**config.mk**
```make
export PLATFORM = sky130hd
export DESIGN_NAME = ws_wait_gen
export DESIGN_NICKNAME = d
export VERILOG_FILES = /design/src/rtl/ws_pkg.sv /design/src/rtl/ws_pos_counter.sv /design/src/rtl/ws_page_class.sv /design/src/rtl/ws_table_rom.sv /design/src/rtl/ws_wait_gen.sv
export SDC_FILE = /design/constraint.sdc
export NUM_CORES = 1
export LEC_CHECK = 0
export ABC_CLOCK_PERIOD_IN_PS = 11400
export BUFFER_PORTS_ARGS = -buffer_cell sky130_fd_sc_hd__buf_2
export CORE_AREA = 3 3 62 64
export DETAILED_ROUTE_END_ITERATION = 8
export DIE_AREA = 0 0 65 67
export PLACE_DENSITY = 0.71
export REMOVE_ABC_BUFFERS = 1
export SLEW_MARGIN = 0
export SYNTH_ARGS = -nofsm -noshare
export SYNTH_HDL_FRONTEND = slang
export SYNTH_SLANG_ARGS = --single-unit
```
**constraint.sdc**
```tcl
create_clock -name clk -period 11.4 [get_ports clk]
set_input_delay 0.57 -clock clk [delete_from_list [all_inputs] [get_ports clk]]
set_output_delay 0.57 -clock clk [all_outputs]
set_load 0.02 [all_outputs]
```
**src/rtl/ws_pkg.sv**
```systemverilog
package ws_pkg;

  // Mode code = {hires, col40}
  typedef enum logic [1:0] {
    MODE_80_STD = 2'b00,
    MODE_40_STD = 2'b01,
    MODE_80_HI  = 2'b10,
    MODE_40_HI  = 2'b11
  } ws_mode_e;

  localparam int NUM_MODES = 4;
  localparam int NUM_SLOW  = 3;

  // Address pages (bits 15:8) that cost one fixed wait cycle
  localparam logic [7:0] SLOW_PAGES [NUM_SLOW] = '{8'h19, 8'h1B, 8'h1C};

  // Default wait ROM contents: a test pattern that changes with both the
  // low and the high index bits, so that a wrap of the period is visible.
  function automatic logic [3:0] dflt_wait(input logic [1:0] mode,
                                           input logic [15:0] idx);
    logic [3:0] base;
    base = idx[3:0] + idx[11:8];
    return base ^ {mode, 2'b00};
  endfunction

endpackage

```
**src/rtl/ws_pos_counter.sv**
```systemverilog
module ws_pos_counter #(
  parameter int PERIOD = 2112,
  parameter int CNT_W  = $clog2(PERIOD)
) (
  input  logic             clk,
  input  logic             rst_n,
  output logic [CNT_W-1:0] pos
);

  localparam logic [CNT_W-1:0] LAST = CNT_W'(PERIOD - 1);

  logic [CNT_W-1:0] pos_q;
  logic [CNT_W-1:0] pos_d;

  always_comb begin
    if (pos_q == LAST) pos_d = '0;
    else               pos_d = pos_q + CNT_W'(1);
  end

  always_ff @(posedge clk or negedge rst_n) begin
    if (!rst_n) pos_q <= '0;
    else        pos_q <= pos_d;
  end

  assign pos = pos_q;

  AST_POS_RANGE: assert property (@(posedge clk) disable iff (!rst_n)
    pos_q <= LAST);
  AST_POS_STEP: assert property (@(posedge clk) disable iff (!rst_n)
    (pos_q != LAST) |=> (pos_q == $past(pos_q) + CNT_W'(1)));
  AST_POS_WRAP: assert property (@(posedge clk) disable iff (!rst_n)
    (pos_q == LAST) |=> (pos_q == '0));

endmodule

```
**src/rtl/ws_page_class.sv**
```systemverilog
module ws_page_class #(
  parameter int ADDR_W = 16
) (
  input  logic [ADDR_W-1:0] addr,
  output logic              slow
);

  localparam int PAGE_LSB = ADDR_W - 8;

  logic [ws_pkg::NUM_SLOW-1:0] hit;
  logic                        unused_low;

  for (genvar g = 0; g < ws_pkg::NUM_SLOW; g++) begin : g_page
    assign hit[g] = (addr[ADDR_W-1:PAGE_LSB] == ws_pkg::SLOW_PAGES[g]);
  end

  assign slow       = |hit;
  assign unused_low = ^addr[PAGE_LSB-1:0];

endmodule

```
**src/rtl/ws_table_rom.sv**
```systemverilog
module ws_table_rom #(
  parameter int PERIOD = 2112,
  parameter int CNT_W  = $clog2(PERIOD),
  parameter int WAIT_W = 4
) (
  input  logic [CNT_W-1:0]  pos,
  input  logic [CNT_W-1:0]  extra,
  input  ws_pkg::ws_mode_e  mode,
  output logic [WAIT_W-1:0] wait_val
);

  localparam logic [CNT_W:0] PERIOD_W = (CNT_W+1)'(PERIOD);
  localparam int             PAD      = 16 - CNT_W;

  logic [CNT_W:0]    sum;
  logic [CNT_W:0]    wrapped;
  logic [CNT_W-1:0]  idx;
  logic [15:0]       idx16;
  logic [WAIT_W-1:0] tbl [ws_pkg::NUM_MODES];

  // Both operands are below PERIOD, so one subtraction wraps the sum.
  always_comb begin
    sum = {1'b0, pos} + {1'b0, extra};
    if (sum >= PERIOD_W) wrapped = sum - PERIOD_W;
    else                 wrapped = sum;
    idx   = wrapped[CNT_W-1:0];
    idx16 = {{PAD{1'b0}}, idx};
  end

  for (genvar m = 0; m < ws_pkg::NUM_MODES; m++) begin : g_tbl
    assign tbl[m] = WAIT_W'(ws_pkg::dflt_wait(2'(m), idx16));
  end

  assign wait_val = tbl[mode];

  always_comb begin
    if (extra < PERIOD_W[CNT_W-1:0] || PERIOD_W[CNT_W])
      AST_IDX_RANGE: assert ({1'b0, idx} < PERIOD_W);
  end

endmodule

```
**src/rtl/ws_wait_gen.sv**
```systemverilog
module ws_wait_gen #(
  parameter int PERIOD  = 2112,
  parameter int CNT_W   = $clog2(PERIOD),
  parameter int WAIT_W  = 4,
  parameter int ADDR_W  = 16,
  parameter int MODE_W  = 8,
  parameter int COL_BIT = 6
) (
  input  logic              clk,
  input  logic              rst_n,
  input  logic              acc_stb,
  input  logic [ADDR_W-1:0] acc_addr,
  input  logic              vram_hit,
  input  logic [MODE_W-1:0] mode_word,
  input  logic              hires,
  input  logic [CNT_W-1:0]  dma_extra,
  output logic [WAIT_W-1:0] wait_cnt
);

  logic [CNT_W-1:0]  pos;
  logic              slow;
  ws_pkg::ws_mode_e  mode;
  logic [WAIT_W-1:0] tbl_wait;
  logic [WAIT_W-1:0] wait_d;
  logic [WAIT_W-1:0] wait_q;
  logic              unused_mode;

  ws_pos_counter #(.PERIOD(PERIOD), .CNT_W(CNT_W)) u_pos (
    .clk   (clk),
    .rst_n (rst_n),
    .pos   (pos)
  );

  ws_page_class #(.ADDR_W(ADDR_W)) u_page (
    .addr (acc_addr),
    .slow (slow)
  );

  assign mode = ws_pkg::ws_mode_e'({hires, mode_word[COL_BIT]});
  assign unused_mode = ^(mode_word & ~(MODE_W'(1) << COL_BIT));

  ws_table_rom #(.PERIOD(PERIOD), .CNT_W(CNT_W), .WAIT_W(WAIT_W)) u_rom (
    .pos      (pos),
    .extra    (dma_extra),
    .mode     (mode),
    .wait_val (tbl_wait)
  );

  // Next-state: video memory first, then the fixed page rule
  always_comb begin
    wait_d = wait_q;
    if (acc_stb) begin
      if (vram_hit) wait_d = tbl_wait;
      else          wait_d = WAIT_W'(slow);
    end
  end

  always_ff @(posedge clk or negedge rst_n) begin
    if (!rst_n) wait_q <= '0;
    else        wait_q <= wait_d;
  end

  assign wait_cnt = wait_q;

  AST_HOLD_IDLE: assert property (@(posedge clk) disable iff (!rst_n)
    !acc_stb |=> $stable(wait_cnt));
  AST_SLOW_PAGE: assert property (@(posedge clk) disable iff (!rst_n)
    (acc_stb && !vram_hit && slow) |=> (wait_cnt == WAIT_W'(1)));
  AST_FAST_PAGE: assert property (@(posedge clk) disable iff (!rst_n)
    (acc_stb && !vram_hit && !slow) |=> (wait_cnt == '0));
  AST_VRAM_TABLE: assert property (@(posedge clk) disable iff (!rst_n)
    (acc_stb && vram_hit) |=> (wait_cnt == $past(tbl_wait)));

endmodule

```
Yosys cells after proc, flatten, opt, wreduce, memory -nomap -nowiden
Cells that the tools add are included.

word-level totals
  word-level logic and storage cells = 23
  flip-flop bits (word level) = 16
  bits of input ports = 41
  output and inout port bits = 4

operators by class
  reductions and logical operators = 1
  add/subtract/negate cells = 4
  bitwise operators = 4
  $lt $le $gt $ge = 2
  multiplexer cells = 6
  equal/unequal tests = 4

operators with widths
  cell                                                                                    count
  8-bit by 5-bit == test with 1-bit output (second input constant)                        3
  12-bit 2-to-1 mux                                                                       2
  12-bit by 12-bit adder with 13-bit output                                               1
  13-bit by 12-bit greater-or-equal comparator with 1-bit output (second input constant)  1
  12-bit by 1-bit adder with 12-bit output (second input constant)                        1
  12-bit == test (second input constant)                                                  1
  4-bit 2-to-1 mux                                                                        3
  12-bit subtractor (second input constant)                                               1
  4-bit binary-select mux with 2-bit select                                               1
  4-bit adder                                                                             1
  3-bit greater-or-equal comparator (second input constant)                               1
  2-bit NOT with 3-bit output                                                             1
  3-bit OR reduction                                                                      1
  1-bit NOT                                                                               2
  2-bit NOT                                                                               1

Logic depth before layout (Yosys ltp)
Gate-level depths: netlist (run 1).

  word-level depth = 9
  gate-level depth with buffers = 19
  depth with buffers taken out = 19

Hierarchy
A second synthesis (run 1) with hierarchy kept.

unflattened totals
  cells, all modules = 180
  area, all modules = 1615.3 um2

by module, submodules not included
  module          area an instance (um2)  instances  cells an instance  seq. area each (um2)
  ws_table_rom    864.6                   1          112                0.0
  ws_pos_counter  555.5                   1          48                 300.3
  ws_wait_gen     160.2                   1          16                 100.1
  ws_page_class   35.0                    1          4                  0.0

Worst setup path after synthesis (run 1)
Ideal clock, no wire load.

  path kind = input to register
  from = in dma_extra[0]
  to = reg wait_q[3], in the netlist wait_cnt[3]
  arrival time = 4.120 ns
  path slack = 7.154 ns
  data required time = 11.274 ns
  path buffers = 0
  library setup time = 0.126 ns
  cell stages on the path = 18
  cells stage by stage = ha_1 inv_1 fa_1 nand2b_1 a21oi_1 o31a_1 o311a_1 or3_4 a31oi_2 o211ai_1 xnor2_1 ha_1 a21o_1 a21oi_1 xnor2_1 xnor2_1 nor2_1 a311o_1

on the way
  cells in the longest elaborated chain, start to end = 9
  elaborated cells between the ends (all ways) = 11
  classes of those cells = add/sub (3); order compare (1); mux (5); bitwise (2)

RTL lines
  what                                                                                                 RTL line            text
  start, declared                                                                                      ws_wait_gen.sv:16   input logic [CNT_W-1:0] dma_extra,
  12-bit by 12-bit adder with 13-bit output *                                                          ws_table_rom.sv:23  sum = {1'b0, pos} + {1'b0, extra};
  12-bit subtractor or 13-bit by 12-bit greater-or-equal comparator with 1-bit output (tied branches)  ws_table_rom.sv:24  if (sum >= PERIOD_W) wrapped = sum - PERIOD_W;
  12-bit 2-to-1 mux *                                                                                  ws_table_rom.sv:24
  4-bit adder *                                                                                        ws_pkg.sv:22        base = idx[3:0] + idx[11:8];
  2-bit NOT (no line) or 1-bit NOT (tied branches)                                                     n/a
  4-bit binary-select mux with 2-bit select *                                                          ws_table_rom.sv:34  assign wait_val = tbl[mode];
  4-bit 2-to-1 mux (implied by the code) * (2 in series)                                               ws_table_rom.sv:34
  4-bit 2-to-1 mux *                                                                                   ws_wait_gen.sv:53   if (vram_hit) wait_d = tbl_wait;
  end signal, assigned                                                                                 ws_wait_gen.sv:60   else wait_q <= wait_d;
  end, declared                                                                                        ws_wait_gen.sv:25   logic [WAIT_W-1:0] wait_q;

Every way passes the cells marked *; elsewhere a longest branch is shown, timed or not. The select of a mux whose other input is x is not followed.
A chain may end at the register's enable or synchronous reset.

Worst setup path in the final report (run 1)
  from = reg u_pos.pos_q[0], in the netlist u_pos.pos[0]
  to = reg wait_q[3], in the netlist wait_cnt[3]

on the way
  cells in the longest elaborated chain, start to end = 9
  elaborated cells between the ends (all ways) = 11
  classes of those cells = add/sub (3); order compare (1); mux (5); bitwise (2)

RTL lines
  what                                                                                                 RTL line              text
  start, declared                                                                                      ws_pos_counter.sv:12  logic [CNT_W-1:0] pos_q;
  start signal, assigned                                                                               ws_pos_counter.sv:22  else pos_q <= pos_d;
  12-bit by 12-bit adder with 13-bit output *                                                          ws_table_rom.sv:23
  12-bit subtractor or 13-bit by 12-bit greater-or-equal comparator with 1-bit output (tied branches)  ws_table_rom.sv:24
  12-bit 2-to-1 mux *                                                                                  ws_table_rom.sv:24
  4-bit adder *                                                                                        ws_pkg.sv:22
  2-bit NOT (no line) or 1-bit NOT (tied branches)                                                     n/a
  4-bit binary-select mux with 2-bit select *                                                          ws_table_rom.sv:34
  4-bit 2-to-1 mux (implied by the code) * (2 in series)                                               ws_table_rom.sv:34
  4-bit 2-to-1 mux *                                                                                   ws_wait_gen.sv:53

Marked as above.

==> results by group, run 1 <==
Synth
  • Dominant cells by area after synthesis: dfrtp_1 26%, ha_1 13%, xnor2_1 7.9%
  • Area of the mapped netlist: 1560 sq um
  • Proportion of synthesized chip area in sequential cells: 25.7%
  • Main synth FF type: dfrtp_1
  • Mean area per synthesized cell: 8.89 sq um
  • Syn Inst Count: 175
  • Synth top cells by count: 16 x dfrtp_1, 16 x ha_1, 14 x a21oi_1, 14 x nor2_1, 14 x xnor2_1
  • FF+latch count, synth: 16
  • Synth warn: 0
  • Asr flop ratio synth: 100%
  • Post-synth EDFFs: 0
  • Yosys top cell area share: 25.7%
  • Most area-hungry cell type in the Yosys netlist: dfrtp_1
  • Distinct cells, synth: 46

CTS
  • Cts bufs inserted: 3
  • Root cell of the clock tree: clkbuf_4
  • TritonCTS clock tree: built
  • Clock sink count: 16
  • Post-CTS Hold Fix Bufs: 0
  • Post-CTS setup repair buffer count: 0
  • Clk Latency, worst-skew pair: 0.29 ns
  • H-tree lvl count: 1
  • Cts repair resizes: 0
  • Longest Clk Path Bufs: 2
  • Clk slew on worst S/H paths: 0.09 ns

Global route
  • Total grt overflow: 0
  • Met3 Usage GRT: 1.01%
  • Largest net degree at the start of global routing: 17
  • First-pass GRT wire length: 5710 um
  • Initial antenna violation count: 0
  • Grt peak-use layer: met2
  • GR Util All Layers: 16.8%
  • Met2 Usage GRT: 27.1%
  • Routing usage on met1: 23.6%
  • Vias in the first global route: 1288

STA
  • Final Setup Violations: 0
  • TNS Setup: 0 ns
  • Final Cycle Share: 39.3%
  • Max_slew headroom: 65.5%
  • Final Hold Vio Count: 0
  • Fin crit period: 4.48 ns
  • Setup Skew: 0.00690 ns
  • Unrepaired setup endpoints after global routing: false
  • Final Max Tran Viols: 0
  • Peak Freq: 0.223 GHz
  • Measured slew at the worst slew-check pin: 0.517 ns

Outcome
  • Outcome: complete, no violations

Route
  • Vias: 1331
  • Final ANT Viol Nets: 0
  • Wire length per cell: 12.7 um
  • First-iteration detailed-routing DRC count: 71
  • First-pass DRT Iterations: 4
  • Vias per inst: 5.24
  • Drc violations: 0
  • Detailed Route WL: 3220 um

Setup path
  • Crit path capture type: flop
  • Worst path arrival time: 4.65 ns
  • Crit path kind: reg2reg
  • CP Data Required Time: 11.57 ns
  • Crit Path Max Fanout: 6
  • CP startpoint kind: flop

Place
  • Placed Area: 1760 sq um
  • Dpl cells: 250
  • IO Port Bufs: 29
  • HPWL after detailed placement: 2700 um
  • GPL Wtd Cong: 0.795

Final layout
  • Area Overhead vs Synth: 15.4%
  • Final Core Density: 53.8%
  • Antenna diodes: 0
  • Final non-filler cell total: 254
  • Final #Nets: 268
  • Final instance area: 1800 sq um
  • Layout cells sized above 1: 21.2%

Worst hold path
  • HP Class: in2async

Die
  • Row Count: 21
  • Starting Density: 46.6%
  • Total die area: 4360 sq um
  • Die X: 65 um
  • Die Y: 67 um
  • Core area: 3340 sq um
  • I/O Pins: 45

Power
  • PwrDens: 79.2 nW/um^2
  • Max VDD drop: 0.0690 mV
  • LEAKAGE: 0.000839 uW

Job
  • Max Cap Viol: 0
state kept, by name, summed over array words and instances, names as in the netlist:
name,count
u_pos.pos,12
wait_cnt,4
cell type report:
cell class,count,area (sq um)
fillers,329,1540
clock buffers,4,36.3
flip-flops and latches,16,400
well taps,46,57.6
inverters,11,41.3
repair buffers,29,145
multi-input cells,148,1110
logic make-up after synthesis:
group	after synthesis	synth area share, %
mux	1	0.643
xor+xnor	22	12.4
compound gates	51	24.1
buf+inv	11	2.65
flops	16	25.7
fa+ha+maj	18	15.4
simple gates	56	19.1
per-layer routing:
layer / vias to the layer above / wire length (um)
met1: 597 / 1590
li1: 715 / -
met5: - / 0
met3: 5 / 81
met4: 0 / 43
met2: 14 / 1500
final timing paths:
check | end | startpoint | depth (start not counted) | slack (ns)
max | wait_cnt[3] | u_pos.pos[0] | 18 | 6.92
max reg2reg | wait_cnt[3] | u_pos.pos[0] | 18 | 6.92
min reg2reg | u_pos.pos[4] | u_pos.pos[4] | 1 | 0.51
min | u_pos.pos[4] | rst_n | 1 | 0.17
min in group clk | u_pos.pos[4] | u_pos.pos[4] | 1 | 0.51
max in group asynchronous | u_pos.pos[9] | rst_n | 1 | 10.97
cell usage in the layout, fill, tap and decap left out, drive strengths merged, types with 2 or more instances in the layout:
cell    Yosys  routed
nor2       14      14
or4         2       2
or2         3       3
inv        11      11
and2        2       2
nand2b      3       3
clkbuf      0       4
nand2       8       8
o21ai       7       7
fa          2       2
o21a        2       2
o211ai      4       4
o22ai       2       2
ha         16      16
xnor2      14      14
nor4        3       3
a21oi      15      15
a211oi      3       3
xor2        8       8
buf         0      29
nand3       9       9
nand4       4       4
a21o        5       5
or3         2       2
a311o       2       2
dfrtp      16      16
nor2b       2       2
o21bai      2       2
per-stage QoR:
| stage | hold WS (ns) | power (uW) | setup WS [ns] |
|---|---|---|---|
| floorplan | 0.274 | 92.6 | 7.15 |
| global placement | 0.494 | 106 | 6.78 |
| detailed placement | 0.498 | 107 | 6.73 |
| CTS | 0.182 | 144 | 6.92 |
| global route | 0.176 | 154 | 6.50 |
| finish | 0.175 | 142 | 6.92 |
report_power, final:
group / switching, uW / total [uW] / internal [uW]
registers: 1.07 / 60.2 / 59.1
logic: 24.6 / 45.0 / 20.4
clock network: 17.6 / 37.0 / 19.4
total: 43.2 / 142 / 99.0
critical path: stages, from the launching register on:
cell and delay (ns):
dfrtp_1 0.46, ha_1 0.24, inv_1 0.07, fa_1 0.40, nand2b_1 0.17, a21oi_1 0.24
or3_1 0.17, nand3_1 0.07, or4_1 0.56, a31oi_2 0.21, o211ai_1 0.12, xnor2_1 0.32
ha_1 0.29, a21o_1 0.16, a21oi_1 0.17, xnor2_1 0.15, xnor2_1 0.16, nor2_1 0.06
a311o_1 0.35
No activity file was read; power rests on OpenSTA's default activity.
==> run 2, diff against run 1 <==
Settings changed: ABC_CLOCK_PERIOD_IN_PS 11400 to 4200.
Clock period 11.4 ns to 4.2 ns, I/O delays scaled along.
==> results by group, run 2 (synthesis results as in run 1) <==
Setup path
  • R2R Setup Slk: 0.1 ns (-6.82 ns)
  • Crit Path Max Fanout: 5 (-1)
  • CP Data Required Time: 4.37 ns (-7.20 ns)
  • Crit path kind: reg2reg
  • Worst path arrival time: 4.28 ns (-0.37 ns)
  • FF-to-FF path depth: 16 (-2)
  • CP startpoint kind: flop
  • Crit path capture type: flop

Die
  • Die X: 65 um (unchanged)
  • Total die area: 4360 sq um (unchanged)
  • Starting Density: 46.6% (unchanged)
  • I/O Pins: 45 (unchanged)
  • Core area: 3340 sq um (unchanged)
  • Die Y: 67 um (unchanged)
  • Row Count: 21 (unchanged)

STA
  • Max_slew headroom: 71.2% (+5.7 points)
  • Setup Skew: 0.00488 ns (-0.00203 ns)
  • Hold slack: 0.190 ns (+0.0156 ns)
  • TNS Setup: 0 ns (unchanged)
  • Final Cycle Share: 97.7% (+58 points)
  • Final Max Tran Viols: 0 (unchanged)
  • Final Hold Vio Count: 0 (unchanged)
  • Unrepaired setup endpoints after global routing: true
  • Fin crit period: 4.10 ns (-0.380 ns)
  • Peak Freq: 0.244 GHz (+9.3%)
  • Final Setup Violations: 0 (unchanged)
  • Measured slew at the worst slew-check pin: 0.432 ns (-0.0852 ns)

Place
  • HPWL after detailed placement: 2840 um (+5.2%)
  • IO Port Bufs: 29 (unchanged)
  • Dpl cells: 260 (+4.0%)
  • GPL Wtd Cong: 0.857 (+7.8%)

Final layout
  • Area Overhead vs Synth: 28.9%
  • Most frequent cells in the layout: 29 x buf_2, 15 x buf_4, 15 x dfrtp_1
  • Final non-filler cell total: 270 (+6.3%)
  • Commonest non-fill, non-tap cell in the layout: buf_2
  • Antenna diodes: 0 (unchanged)
  • Layout cells sized above 1: 33.5% (+12 points)
  • Final Core Density: 60.1% (+6.3 points)
  • Flip-flop count of the largest register after layout: 12 (unchanged)
  • Final #Nets: 284 (+6.0%)

CTS
  • Clk slew on worst S/H paths: 0.09 ns (about the same)
  • Cts bufs inserted: 3 (unchanged)
  • Clk Latency, worst-skew pair: 0.28 ns (about the same)
  • H-tree lvl count: 1 (unchanged)
  • Longest Clk Path Bufs: 2 (unchanged)
  • Root cell of the clock tree: clkbuf_4
  • TritonCTS clock tree: built
  • Clock sink count: 16 (unchanged)

Power
  • Total internal power: 283 uW (+190%)
  • LEAKAGE: 0.000928 uW (+11%)
  • Logic pwr share: 35.8% (+4.1 points)
  • Max VDD drop: 0.177 mV (+160%)
  • Clock share of power: 24.2% (-1.8 points)
  • Flop pwr share: 40.0% (-2.3 points)
  • Sw frac: 30.8% (+0.36 points)
  • Sw Pwr: 126 uW (+190%)
  • PwrDens: 203 nW/um^2 (+160%)

Route
  • Wire length per cell: 13.5 um (+7.0%)
  • First-pass DRT Iterations: 4 (unchanged)
  • Drc violations: 0 (unchanged)
  • Detailed Route WL: 3660 um (+14%)
  • Vias: 1439 (+8.1%)
  • Final ANT Viol Nets: 0 (unchanged)
  • First-iteration detailed-routing DRC count: 84 (+18%)
  • Vias per inst: 5.33 (+1.7%)

Global route
  • Total grt overflow: 0 (unchanged)
  • First-pass GRT wire length: 5930 um (+4.0%)
  • GR Util All Layers: 17.4% (+0.55 points)
  • Initial antenna violation count: 0 (unchanged)
  • Largest net degree at the start of global routing: 17 (unchanged)
  • Vias in the first global route: 1417 (+10%)

Job
  • Max Cap Viol: 0 (unchanged)

Outcome
  • Outcome: complete, no violations

Worst hold path
  • Hold Crit Depth: 2
  • HP Class: in2reg
[run 2: path summary, 6_finish.rpt]
check / end / start
min in group asynchronous: wait_cnt[1] / rst_n
worst min-delay path: wait_cnt[0] / acc_stb
worst max register to register: wait_cnt[3] / u_pos.pos[3]
max in group asynchronous: u_pos.pos[1] / rst_n
worst min register to register: u_pos.pos[4] / u_pos.pos[4]
worst max-delay path: wait_cnt[3] / u_pos.pos[3]
[run 2: power by group through the flow]
stage	logic, uW	clock network [uW]	registers (uW)
2_1_floorplan	76.5	0	175
3_3_place_gp	128	0	166
3_5_place_dp	130	0	167
4_1_cts	135	103	164
5_1_grt	164	112	164
6_report	146	98.9	163
[run 2: per-layer routing]
layer	GRT usage [%]	up-vias	routed length [um]	part of all wire, %
li1	-	751	-	-
met1	22.5	658	1660	45
met2	30.3	25	1870	51
met3	1.18	5	89	2.4
met4	6.33	0	37	1.0
met5	0	-	0	0
[run 2: layout make-up]
type	instances	area, sq um
Clock buffer	4	36.3
Fill cell	309	1330
Inverter	11	41.3
Multi-Input combinational cell	148	1200
Sequential cell	16	402
Tap cell	46	57.6
Timing Repair Buffer	45	268
[run 2: stage by stage]
| stage | instance area, sq um | setup WS, ns | total power (uW) |
|---|---|---|---|
| 2_1_floorplan | 1560 | 0.110 | 251 |
| 3_3_place_gp | 1830 | 0.0389 | 294 |
| 3_5_place_dp | 1830 | -0.0339 | 296 |
| 4_1_cts | 1900 | 0.0266 | 401 |
| 5_1_grt | 2010 | -0.146 | 441 |
| 6_report | 2010 | 0.0960 | 408 |
[run 2: critical path: stages (launching register included)]
cell and delay [ns]:
dfrtp_1 0.43, ha_1 0.36, o211ai_2 0.22, a21oi_4 0.06, o31a_1 0.30, o311a_1 0.39
or3_4 0.39, a31oi_4 0.18, o211ai_1 0.11, xnor2_1 0.24, ha_1 0.27, a21o_1 0.16
a21oi_2 0.18, xnor2_2 0.14, xnor2_1 0.16, nor2_1 0.06, a311o_1 0.35
[run 2: repair_timing]
| action | CTS | global route |
|---|---|---|
| setup buffers | 1 | 4 |
| pin swaps | 1 | 9 |
| endpoints found under the setup margin | 1 | 1 |
| endpoints found under the hold margin | 16 | 0 |
| hold buffers | 1 | 0 |
| gates resized for setup | 2 | 17 |
==> run 3, diff against run 2 <==
Settings changed: RECOVER_POWER set to 100.
==> results by group, run 3 (synthesis results as in run 1) <==
CTS
  • H-tree lvl count: 1 (unchanged)
  • Clk slew on worst S/H paths: 0.09 ns (about the same)
  • Clk Latency, worst-skew pair: 0.28 ns (about the same)
  • Cts bufs inserted: 3 (unchanged)
  • Clock sink count: 16 (unchanged)
  • Root cell of the clock tree: clkbuf_4
  • TritonCTS clock tree: built
  • Longest Clk Path Bufs: 2 (unchanged)

Die
  • Starting Density: 46.6% (unchanged)
  • Die X: 65 um (unchanged)
  • Row Count: 21 (unchanged)
  • Core area: 3340 sq um (unchanged)
  • Die Y: 67 um (unchanged)
  • Total die area: 4360 sq um (unchanged)
  • I/O Pins: 45 (unchanged)

Setup path
  • Crit Path Max Fanout: 5 (unchanged)
  • CP startpoint kind: flop
  • Crit path kind: reg2reg
  • CP Data Required Time: 4.37 ns (about the same)
  • Crit path capture type: flop
  • Worst path arrival time: 4.27 ns (about the same)

Final layout
  • Antenna diodes: 0 (unchanged)
  • Area Overhead vs Synth: 28.3%
  • Final #Nets: 284 (unchanged)
  • Most frequent cells in the layout: 24 x buf_2, 15 x dfrtp_1, 14 x nor2_1, 14 x buf_4, 13 x xnor2_1
  • Commonest non-fill, non-tap cell in the layout: buf_2
  • Flip-flop count of the largest register after layout: 12 (unchanged)
  • Layout cells sized above 1: 30.8% (-2.7 points)
  • Final instance area: 2000 sq um (-0.50%)
  • Fillers: 313 (+1.3%)

STA
  • Final Hold Vio Count: 0 (unchanged)
  • Final Cycle Share: 97.6% (about the same)
  • Peak Freq: 0.244 GHz (about the same)
  • Unrepaired setup endpoints after global routing: true
  • Max_slew headroom: 44.1% (-27 points)
  • Final Setup Violations: 0 (unchanged)
  • Setup Skew: 0.00426 ns (-0.000621 ns)
  • Fin crit period: 4.10 ns (-0.00346 ns)
  • Final Max Tran Viols: 0 (unchanged)
  • Measured slew at the worst slew-check pin: 0.839 ns (+0.407 ns)

Route
  • Wire length per cell: 13.5 um (-0.22%)
  • Drc violations: 0 (unchanged)
  • First-iteration detailed-routing DRC count: 84 (unchanged)
  • Vias per inst: 5.33 (unchanged)
  • Detailed Route WL: 3650 um (-0.22%)
  • Final ANT Viol Nets: 0 (unchanged)
  • Vias: 1439 (unchanged)
  • First-pass DRT Iterations: 5 (+1)

Global route
  • GR Util All Layers: 17.4% (unchanged)
  • Largest net degree at the start of global routing: 17 (unchanged)
  • Vias in the first global route: 1417 (unchanged)
  • First-pass GRT wire length: 5930 um (unchanged)
  • Total grt overflow: 0 (unchanged)
  • Initial antenna violation count: 0 (unchanged)

Power
  • Flop pwr share: 40.3% (+0.3 points)
  • Sw Pwr: 126 uW (about the same)
  • Max VDD drop: 0.176 mV (-0.30%)
  • Logic pwr share: 35.5% (-0.3 points)
  • LEAKAGE: 0.000907 uW (-2.3%)
  • Power, Total: 406 uW (-0.46%)
  • PwrDens: 204 nW/um^2 (about the same)
  • Sw frac: 30.9% (+0.17 points)
  • Total internal power: 281 uW (-0.70%)
  • Clock share of power: 24.3% (about the same)

Place
  • HPWL after detailed placement: 2840 um (unchanged)
  • Placed Area: 1830 sq um (unchanged)
  • IO Port Bufs: 29 (unchanged)
  • GPL Wtd Cong: 0.857 (unchanged)

Worst hold path
  • HP Class: in2reg

Outcome
  • Outcome: complete, no violations

Job
  • Max Cap Viol: 0 (unchanged)
-- run 3: cell types whose count changed in the layout (fill, tap and decap cells not counted) --
cell / before / now
buf_4: 15 / 14
clkbuf_1: 0 / 6
buf_2: 29 / 24
-- run 3: final timing paths --
check	from	endpoint	slack, ns	cells past startpoint
max in group asynchronous	rst_n	u_pos.pos[1]	3.09	2
setup reg to reg	u_pos.pos[3]	wait_cnt[3]	0.1	16
setup / recovery	u_pos.pos[3]	wait_cnt[3]	0.1	16
hold / removal	acc_stb	wait_cnt[0]	0.19	2
min in group asynchronous	rst_n	wait_cnt[1]	0.53	2
hold reg to reg	u_pos.pos[4]	u_pos.pos[4]	0.51	1
-- run 3: repair_timing --
action | CTS | global route
buffers inserted | 1 | 4
gates cloned | 0 | 0
resized for setup | 2 | 17
setup endpoints to repair | 1 | 1
hold buffers | 1 | 0
endpoints found under the hold margin | 16 | 0
pin swaps | 1 | 9
-- run 3: final cells by class --
cell class,instances,area [sq um],share of cell area (%)
clock buffers,4,36.3,1.82
well taps,46,57.6,2.88
flip-flops and latches,16,402,20.1
multi-input cells,148,1200,60.2
inverters,11,41.3,2.07
repair buffers,45,258,12.9
-- run 3: worst max-delay path, stage by stage, from the launching register on --
cell	delay, ns
dfrtp_1	0.43
ha_1	0.36
o211ai_2	0.22
a21oi_4	0.06
o31a_1	0.30
o311a_1	0.38
or3_4	0.39
a31oi_4	0.18
o211ai_1	0.11
xnor2_1	0.24
ha_1	0.27
a21o_1	0.16
a21oi_2	0.18
xnor2_2	0.14
xnor2_1	0.16
nor2_1	0.06
a311o_1	0.35
-- run 3: power by group through the flow --
stage,Combinational (uW),Sequential [uW],Clock [uW]
floorplan,76.5,175,0
global placement,128,166,0
detailed placement,130,167,0
CTS,135,164,103
global route,162,165,112
finish,144,164,98.6
-- run 3: through the flow --
| step | hold slack (ns) | worst slack (ns) | TNS [ns] | utilization, % | cells |
|---|---|---|---|---|---|
| 6_report | 0.191 | 0.0995 | 0 | 59.8 | 270 |
| 5_1_grt | 0.176 | -0.146 | -0.146 | 59.8 | 270 |
| 4_1_cts | 0.186 | 0.0266 | 0 | 56.8 | 266 |
| 3_5_place_dp | 0.138 | -0.0339 | -0.0339 | 55.0 | 260 |
| 3_3_place_gp | 0.142 | 0.0389 | 0 | 55.0 | 260 |
| 2_1_floorplan | -0.0856 | 0.110 | 0 | - | 175 |
-- run 3: per-layer routing --
| metal | part of all wire [%] | global-route usage [%] | vias to the layer above |
|---|---|---|---|
| met3 | 2.1 | 1.18 | 5 |
| met1 | 46 | 22.5 | 663 |
| li1 | - | - | 752 |
| met2 | 51 | 30.3 | 19 |
| met5 | 0 | 0 | - |
| met4 | 1.0 | 6.33 | 0 |
